$ cat config.mk
export PLATFORM = sky130hd
export DESIGN_NAME = scl_clk_gen
export DESIGN_NICKNAME = d
export VERILOG_FILES = /design/src/rtl/scl_clk_pkg.sv /design/src/rtl/scl_len_calc.sv /design/src/rtl/scl_phase_ctrl.sv /design/src/rtl/scl_clk_gen.sv
export SDC_FILE = /design/constraint.sdc
export NUM_CORES = 1
export LEC_CHECK = 0
export BUFFER_PORTS_ARGS = -buffer_cell sky130_fd_sc_hd__buf_2
export CORE_MARGIN = 4
export CORE_UTILIZATION = 45
export DETAILED_ROUTE_END_ITERATION = 8
export HOLD_SLACK_MARGIN = 0.15
export MAX_ROUTING_LAYER = met4
export SETUP_SLACK_MARGIN = 0.4
export SLEW_MARGIN = 20
export SYNTH_ARGS = -nofsm -noshare
export SYNTH_HDL_FRONTEND = slang
export SYNTH_SLANG_ARGS = --single-unit
$ cat constraint.sdc
create_clock -name clk -period 12.6 [get_ports clk]
set_input_delay 3.15 -clock clk [delete_from_list [all_inputs] [get_ports clk]]
set_output_delay 3.15 -clock clk [all_outputs]
set_load 0.1 [all_outputs]
$ cat src/rtl/scl_clk_pkg.sv
// Package: shared types and sizing for the SCL clock generator.
// Assumes the control value is unsigned and that phase lengths stay below 2**CNT_W.
package scl_clk_pkg;
    localparam int CCR_W = 12;
    // The largest multiplier is 16, so four extra bits hold any phase length.
    localparam int CNT_W = CCR_W + 4;

    typedef enum logic [1:0] {
        PH_IDLE = 2'd0,
        PH_LOW  = 2'd1,
        PH_WAIT = 2'd2,
        PH_HIGH = 2'd3
    } phase_e;
endpackage

$ cat src/rtl/scl_len_calc.sv
// Module: turns mode, duty and control value into high and low phase lengths.
// Purely combinational. The caller captures the result only at the start of a low phase.
module scl_len_calc
    import scl_clk_pkg::*;
(
    input  logic             fast_mode,
    input  logic             duty_alt,
    input  logic [CCR_W-1:0] ccr,
    output logic [CNT_W-1:0] hi_len,
    output logic [CNT_W-1:0] lo_len
);
    logic [CCR_W-1:0] min_val;
    logic [CCR_W-1:0] c_eff;
    logic [CNT_W-1:0] c_w;

    // Clamp the control value to the minimum of the selected mode.
    always_comb begin
        min_val = (fast_mode && duty_alt) ? CCR_W'(1) : CCR_W'(4);
        c_eff   = (ccr < min_val) ? min_val : ccr;
        c_w     = CNT_W'(c_eff);
    end

    // Scale the clamped value by the mode's phase multipliers.
    always_comb begin
        if (!fast_mode) begin
            hi_len = c_w;
            lo_len = c_w;
        end else if (!duty_alt) begin
            hi_len = c_w;
            lo_len = c_w << 1;
        end else begin
            hi_len = (c_w << 3) + c_w;
            lo_len = c_w << 4;
        end
    end
endmodule

$ cat src/rtl/scl_phase_ctrl.sv
// Module: phase sequencer and counter for SCL.
// It captures the phase lengths at each low-phase start. The low phase is counted
// at once. The high phase waits until the line reads high, and the cycle in which
// it is first seen high counts as high cycle 1. It assumes hi_len >= 2, which the
// clamps guarantee.
module scl_phase_ctrl
    import scl_clk_pkg::*;
(
    input  logic             clk,
    input  logic             rst_n,
    input  logic             enable,
    input  logic             scl_in,
    input  logic [CNT_W-1:0] hi_len,
    input  logic [CNT_W-1:0] lo_len,
    output phase_e           phase,
    output logic             first_low
);
    phase_e           state;
    logic [CNT_W-1:0] cnt;
    logic [CNT_W-1:0] hi_q;
    logic [CNT_W-1:0] lo_q;

    // Advance the phase state, count cycles and capture the lengths at each low start.
    always_ff @(posedge clk) begin
        if (!rst_n) begin
            state <= PH_IDLE;
            cnt   <= '0;
            hi_q  <= '0;
            lo_q  <= '0;
        end else if (!enable) begin
            state <= PH_IDLE;
            cnt   <= '0;
        end else begin
            case (state)
                PH_IDLE: begin
                    state <= PH_LOW;
                    cnt   <= CNT_W'(1);
                    hi_q  <= hi_len;
                    lo_q  <= lo_len;
                end
                PH_LOW: begin
                    if (cnt >= lo_q) begin
                        state <= PH_WAIT;
                        cnt   <= '0;
                    end else begin
                        cnt <= cnt + CNT_W'(1);
                    end
                end
                PH_WAIT: begin
                    if (scl_in) begin
                        state <= PH_HIGH;
                        cnt   <= CNT_W'(2);
                    end
                end
                default: begin
                    if (cnt >= hi_q) begin
                        state <= PH_LOW;
                        cnt   <= CNT_W'(1);
                        hi_q  <= hi_len;
                        lo_q  <= lo_len;
                    end else begin
                        cnt <= cnt + CNT_W'(1);
                    end
                end
            endcase
        end
    end

    // Expose the phase and flag the first cycle of a low phase.
    always_comb begin
        phase     = state;
        first_low = (state == PH_LOW) && (cnt == CNT_W'(1));
    end
endmodule

$ cat src/rtl/scl_clk_gen.sv
// Module: top of the I2C master SCL clock generator.
// It joins the length calculator and the phase sequencer and gates every output
// with enable, so a disabled block releases the line and issues no strobes.
module scl_clk_gen
    import scl_clk_pkg::*;
(
    input  logic             clk,
    input  logic             rst_n,
    input  logic             enable,
    input  logic             fast_mode,
    input  logic             duty_alt,
    input  logic [CCR_W-1:0] ccr,
    input  logic             scl_in,
    output logic             scl_out,
    output logic             scl_fall_stb,
    output logic             scl_rise_stb
);
    logic [CNT_W-1:0] hi_len;
    logic [CNT_W-1:0] lo_len;
    phase_e           phase;
    logic             first_low;

    scl_len_calc u_len (
        .fast_mode (fast_mode),
        .duty_alt  (duty_alt),
        .ccr       (ccr),
        .hi_len    (hi_len),
        .lo_len    (lo_len)
    );

    scl_phase_ctrl u_phase (
        .clk       (clk),
        .rst_n     (rst_n),
        .enable    (enable),
        .scl_in    (scl_in),
        .hi_len    (hi_len),
        .lo_len    (lo_len),
        .phase     (phase),
        .first_low (first_low)
    );

    // Drive the line and the phase-boundary strobes.
    always_comb begin
        scl_out      = !(enable && (phase == PH_LOW));
        scl_fall_stb = enable && first_low;
        scl_rise_stb = enable && (phase == PH_WAIT) && scl_in;
    end
endmodule

==> results.toml, run 1 <==
[die]
io_pins = 21
dieArea_sq_mm = 0.0103
start_util_pct = 47.1
die_y_um = 101
core-area_sq_mm = 0.00834
die_w_um = 101
std_cell_rows = 33

[sta]
fin_skew_ps = 10.3
finalCritPeriodShare_pct = 59.5
period_needed_ps = 7500
setup_viol = 0
holdWs_ps = 472
rsz0062_at_grt = "no"
slew_headroom_pct = 52.7
tightest_slew_ps = 704
final-hold-violation-count = 0
max_freq_mhz = 133
tns_ps = 0
finalWorstSetupSlack_ps = 5100
drv_slew = 0

[logic_synthesis]
synth-warning-count = 0
synth_fp_nets = 575
ys_seq_area_share_pct = 25.5
synthArstFlopShare_pct = 0
synth_ff_type = "dfxtp_1"
synth.ff_latch_count = 50
synthDistinctLibCells = 59
synth_cells = 508
synth.avg_cell_area_sq_um = 7.74
synthesis.area_sq_mm = 0.00393
synth-edff-count = 0

[cells_and_area]
num-fill-cells = 850
syn2layout_area_growth_pct = 5.98
layout-drive-gt1-share_pct = 6.48
final_common_cell = "nor2_1"
final_cell_mix = "nor2_1, nand2_1, dfxtp_1"
final_util_pct = 50.0
final_nets = 575
antenna_cells = 0

[worst_setup_path]
worstPathCellList = "buf_2, nand2_1, nor3_1, nand4_1, nor4b_1, buf_2"
worstSetupStartpointType = "input port"
r2r_end = "u_phase.lo_q[12]"
path_class = "in2out"
cp_data_arrival_time_ps = 4350
reg2reg_slack_ps = 9870
reg2regPathDepth = 9
cp-end-kind = "primary output"
crit_top_cell = "buf_2"
cpMaxStageDelayCell = "buf_2"
cpPeakStageDelay_ps = 480
reg2reg_from = "u_phase.cnt[0]"
crit_path_max_fanout = 5
required_ps = 9450

[global_routing]
grt_pass1_vias = 3376
overflow = 0
antenna_found_initial = 0
grt_max_degree = 53
grt_pass1_wl_um = 16600
grt_usage_pct = 20.7

[run]
maxCapViolations = 0

[placed_design]
place.gp.congestion = 0.850
preCtsSetupSlack_ps = 5100
numPortBuffers = 20
dpl.hpwl_um = 7360

[min_path]
hp-class = "reg2reg"
hold_end = "u_phase.hi_q[14]"
hold_start = "u_phase.hi_q[14]"
hold_depth = 2

[drt]
drc_errors = 0
wl_per_cell_um = 15.8
vias_per_cell = 5.81
vias = 3566
dr.pass1.iters = 4
drt-total-wl_um = 9670
dr.first_iter.drc_count = 133
ant_nets = 0

[power]
power_mw = 0.663
ir_drop_mv = 0.0923
leakage_nw = 1.65
powerDensity_mw_per_mm2 = 159

[clocking]
htreeDepth = 2
clk_latency_ps = 310
cts.sinks = 50
clk_pin_slew_ps = 90
cts-root-buf = "clkbuf_8"
hold_buffers = 0
cts_buffer_depth = 2
cts_inserted_buffers = 5
cts_resized = 0
post-cts-setup-buffer-count = 0
cts_tree = "done"

[run_status]
outcome = "completed"
## stage by stage
stage	cells	cell area, sq um
2_1_floorplan	508	3930
3_3_place_gp	606	4060
3_5_place_dp	606	4060
4_1_cts	614	4170
5_1_grt	614	4170
6_report	614	4170
## critical path, delay by kind of cell
kind	cells	cell delay, ps
simple gates	4	580
buf+inv	2	600
## registers in the layout, indices dropped and copies added, names as in the netlist
signal,flops
u_phase.lo_q,16
u_phase.phase,2
u_phase.hi_q,16
u_phase.cnt,16
## logic make-up after synthesis
logic type / count (synthesis) / synth area share [%]
fa+ha+maj: 49 / 15.8
simple gates: 185 / 22.5
compound gates: 119 / 21.0
mux: 18 / 4.61
flops: 50 / 25.5
xor+xnor: 16 / 3.56
buf+inv: 71 / 7.10
## worst max-delay path by stage
stage / cells after the start / from / end
final: 6 / enable / scl_fall_stb
after detailed placement: 6 / enable / scl_fall_stb
after floorplan: 4 / enable / scl_fall_stb
after global routing: 6 / enable / scl_fall_stb
after global placement: 6 / enable / scl_fall_stb
after CTS: 6 / enable / scl_fall_stb
## synth_stat cells (all sizes together), types with 3 or more instances
library cell	instances	area share [%]
nand4	8	1.3
o2bb2ai	4	0.89
nand2	50	4.8
o211ai	8	1.5
or3b	3	0.67
ha	48	15
a311oi	5	1.1
dfxtp	50	25
xor2	4	0.89
nor4	5	0.80
o21a	3	0.57
nor3	20	2.7
o21ai	17	2.2
nand2b	10	1.6
clkbuf	18	1.7
nor2	54	5.2
a31oi	4	0.64
o2111ai	3	0.67
a21o	5	0.95
mux2i	17	4.3
inv	42	4.0
or3	3	0.48
a211oi	14	2.9
xnor2	12	2.7
nand3	15	1.9
and3	4	0.64
nor2b	4	0.64
a21oi	31	3.9
a211o	5	1.1
buf	10	1.3
## where the power goes
group / internal, mW / leakage, nW / switching (mW) / total [mW]
Combinational: 0.125 / 1.19 / 0.205 / 0.330
Sequential: 0.196 / 0.408 / 0.0234 / 0.219
Clock: 0.0595 / 0.0524 / 0.0545 / 0.114
## final cells by class
type                       count  area [sq um]  area share [%]
multi-input combinational    387          2660            63.8
sequential                    50          1000            24.0
inverter                      43           161            3.87
clock buffer                   7          76.3            1.83
clock inverter                 1          30.0           0.721
tap                          105           131            3.15
timing repair buffer          21           108            2.58
## per-layer routing
metal	wire length, um	global-route usage, %	vias up
met3	356	3.65	8
li1	-	-	1824
met1	4850	28.0	1675
met5	0	-	-
met4	84	3.78	0
met2	4380	32.7	59
(Power assumes the default switching activity.)
==> run 2, diff against run 1 <==
Clock period 12.6 ns to 7.44 ns, I/O delays scaled along.
==> results.toml, run 2 (synthesized netlist as in run 1, its figures left out) <==
[run_status]
outcome = "completed"

[worst_setup_path]
worstPathCellList = "buf_2, nand2_1, inv_1, ha_1, inv_1, o2111a_1, mux2i_1, inv_1, ha_1, fa_1, a211oi_1, nor2_1, o311a_1, o21a_1, xor2_1, o2bb2ai_1"
cp-end-kind = "flip-flop"
cp_data_arrival_time_ps = 5980
required_ps = 7630
reg2reg_slack_ps = 4740
worstSetupStartpointType = "input port"
crit_path_max_fanout = 24
reg2reg_from = "u_phase.cnt[0]"
r2r_end = "u_phase.lo_q[12]"
crit_top_cell = "inv_1"
path_class = "in2reg"
cpPeakStageDelay_ps = 500
cpMaxStageDelayCell = "inv_1"
reg2regPathDepth = 9

[drt]
drt-total-wl_um = 9780
vias_per_cell = 5.79
dr.first_iter.drc_count = 190
vias = 3550
drc_errors = 0
dr.pass1.iters = 4
ant_nets = 0
wl_per_cell_um = 16.0

[clocking]
cts_tree = "done"
clk_pin_slew_ps = 100
clk_latency_ps = 310
cts-root-buf = "clkbuf_8"
cts_buffer_depth = 2
cts.sinks = 50
htreeDepth = 2
hold_buffers = 0
post-cts-setup-buffer-count = 0
cts_resized = 0
cts_inserted_buffers = 5

[sta]
final-hold-violation-count = 0
setup_viol = 0
rsz0062_at_grt = "no"
fin_skew_ps = 9.19
drv_slew = 0
slew_headroom_pct = 51.8
tns_ps = 0
tightest_slew_ps = 719
finalCritPeriodShare_pct = 77.8
period_needed_ps = 5790
max_freq_mhz = 173

[min_path]
hold_depth = 2
hold_start = "u_phase.hi_q[12]"
hp-class = "reg2reg"
hold_end = "u_phase.hi_q[12]"

[die]
std_cell_rows = 33
core-area_sq_mm = 0.00834
die_y_um = 101
dieArea_sq_mm = 0.0103
io_pins = 21
die_w_um = 101
start_util_pct = 47.1

[global_routing]
grt_usage_pct = 20.9
grt_pass1_wl_um = 16800
overflow = 0
grt_max_degree = 53
grt_pass1_vias = 3377
antenna_found_initial = 0

[cells_and_area]
antenna_cells = 0
num-fill-cells = 878
final_cell_mix = "nor2_1, nand2_1, dfxtp_1"
final_common_cell = "nor2_1"
design_area_sq_mm = 0.00415
final_nets = 575
top_regs = "u_phase.cnt (16), u_phase.hi_q (16), u_phase.lo_q (16)"
syn2layout_area_growth_pct = 5.57
layout-drive-gt1-share_pct = 6.89

[power]
powerDensity_mw_per_mm2 = 258
ir_drop_mv = 0.147
leakage_nw = 1.63

[run]
maxCapViolations = 0

[placed_design]
numPortBuffers = 20
place.gp.congestion = 0.853
post_dp_cell_area_sq_mm = 0.00407
dpl.hpwl_um = 7600
==> run 2: final cells by class <==
class	instances	area [sq um]	area share [%]
clock inverters	2	15.0	0.362
clock buffers	5	68.8	1.66
multi-input cells	387	2670	64.2
well taps	105	131	3.17
inverters	43	161	3.89
flip-flops and latches	50	1000	24.1
repair buffers	21	108	2.59
==> run 2: through the flow <==
step                setup slack (ps)  utilization, %  cells  hold WS (ps)  power, mW
detailed placement              1360            48.8    606           458      0.925
floorplan                        975               -    508           442      0.800
finish                          1650            49.8    613           468       1.07
global route                    1270            49.8    613           497       1.18
CTS                             1690            49.8    613           473       1.08
global placement                1490            48.8    606           461      0.913
==> run 2: worst max path at each step <==
stage,depth (start not counted),slack (ps),start,to
finish,16,1650,fast_mode,u_phase.hi_q[13]
detailed placement,16,1360,fast_mode,u_phase.hi_q[13]
global route,16,1270,fast_mode,u_phase.hi_q[13]
CTS,16,1690,fast_mode,u_phase.hi_q[13]
floorplan,4,970,enable,scl_fall_stb
global placement,16,1490,fast_mode,u_phase.hi_q[13]
==> run 2: metal layers <==
metal  part of all wire [%]  vias to the layer above  track usage, %  routed length (um)
met4                   0.82                        0            3.37                  80
met2                     46                       62            33.5                4490
met1                     50                     1662            28.9                4900
li1                       -                     1817               -                   -
met3                    3.2                        9            2.55                 309
met5                      0                        -               -                   0
==> run 2: power by group <==
group          internal [mW]  switching (mW)  total [mW]
combinational          0.210           0.336       0.546
clock                 0.0644          0.0910       0.155
sequential             0.331          0.0396       0.371
total                  0.606           0.467        1.07
==> run 2: worst max-delay path: cells and delay by family <==
kind	cells	cell delay, ps
AND/OR/NAND/NOR	2	420
AO/OA/AOI/OAI	5	1260
multiplexers	1	340
buffers and inverters	4	940
XOR/XNOR	1	140
adder cells (fa/ha/maj)	3	1010
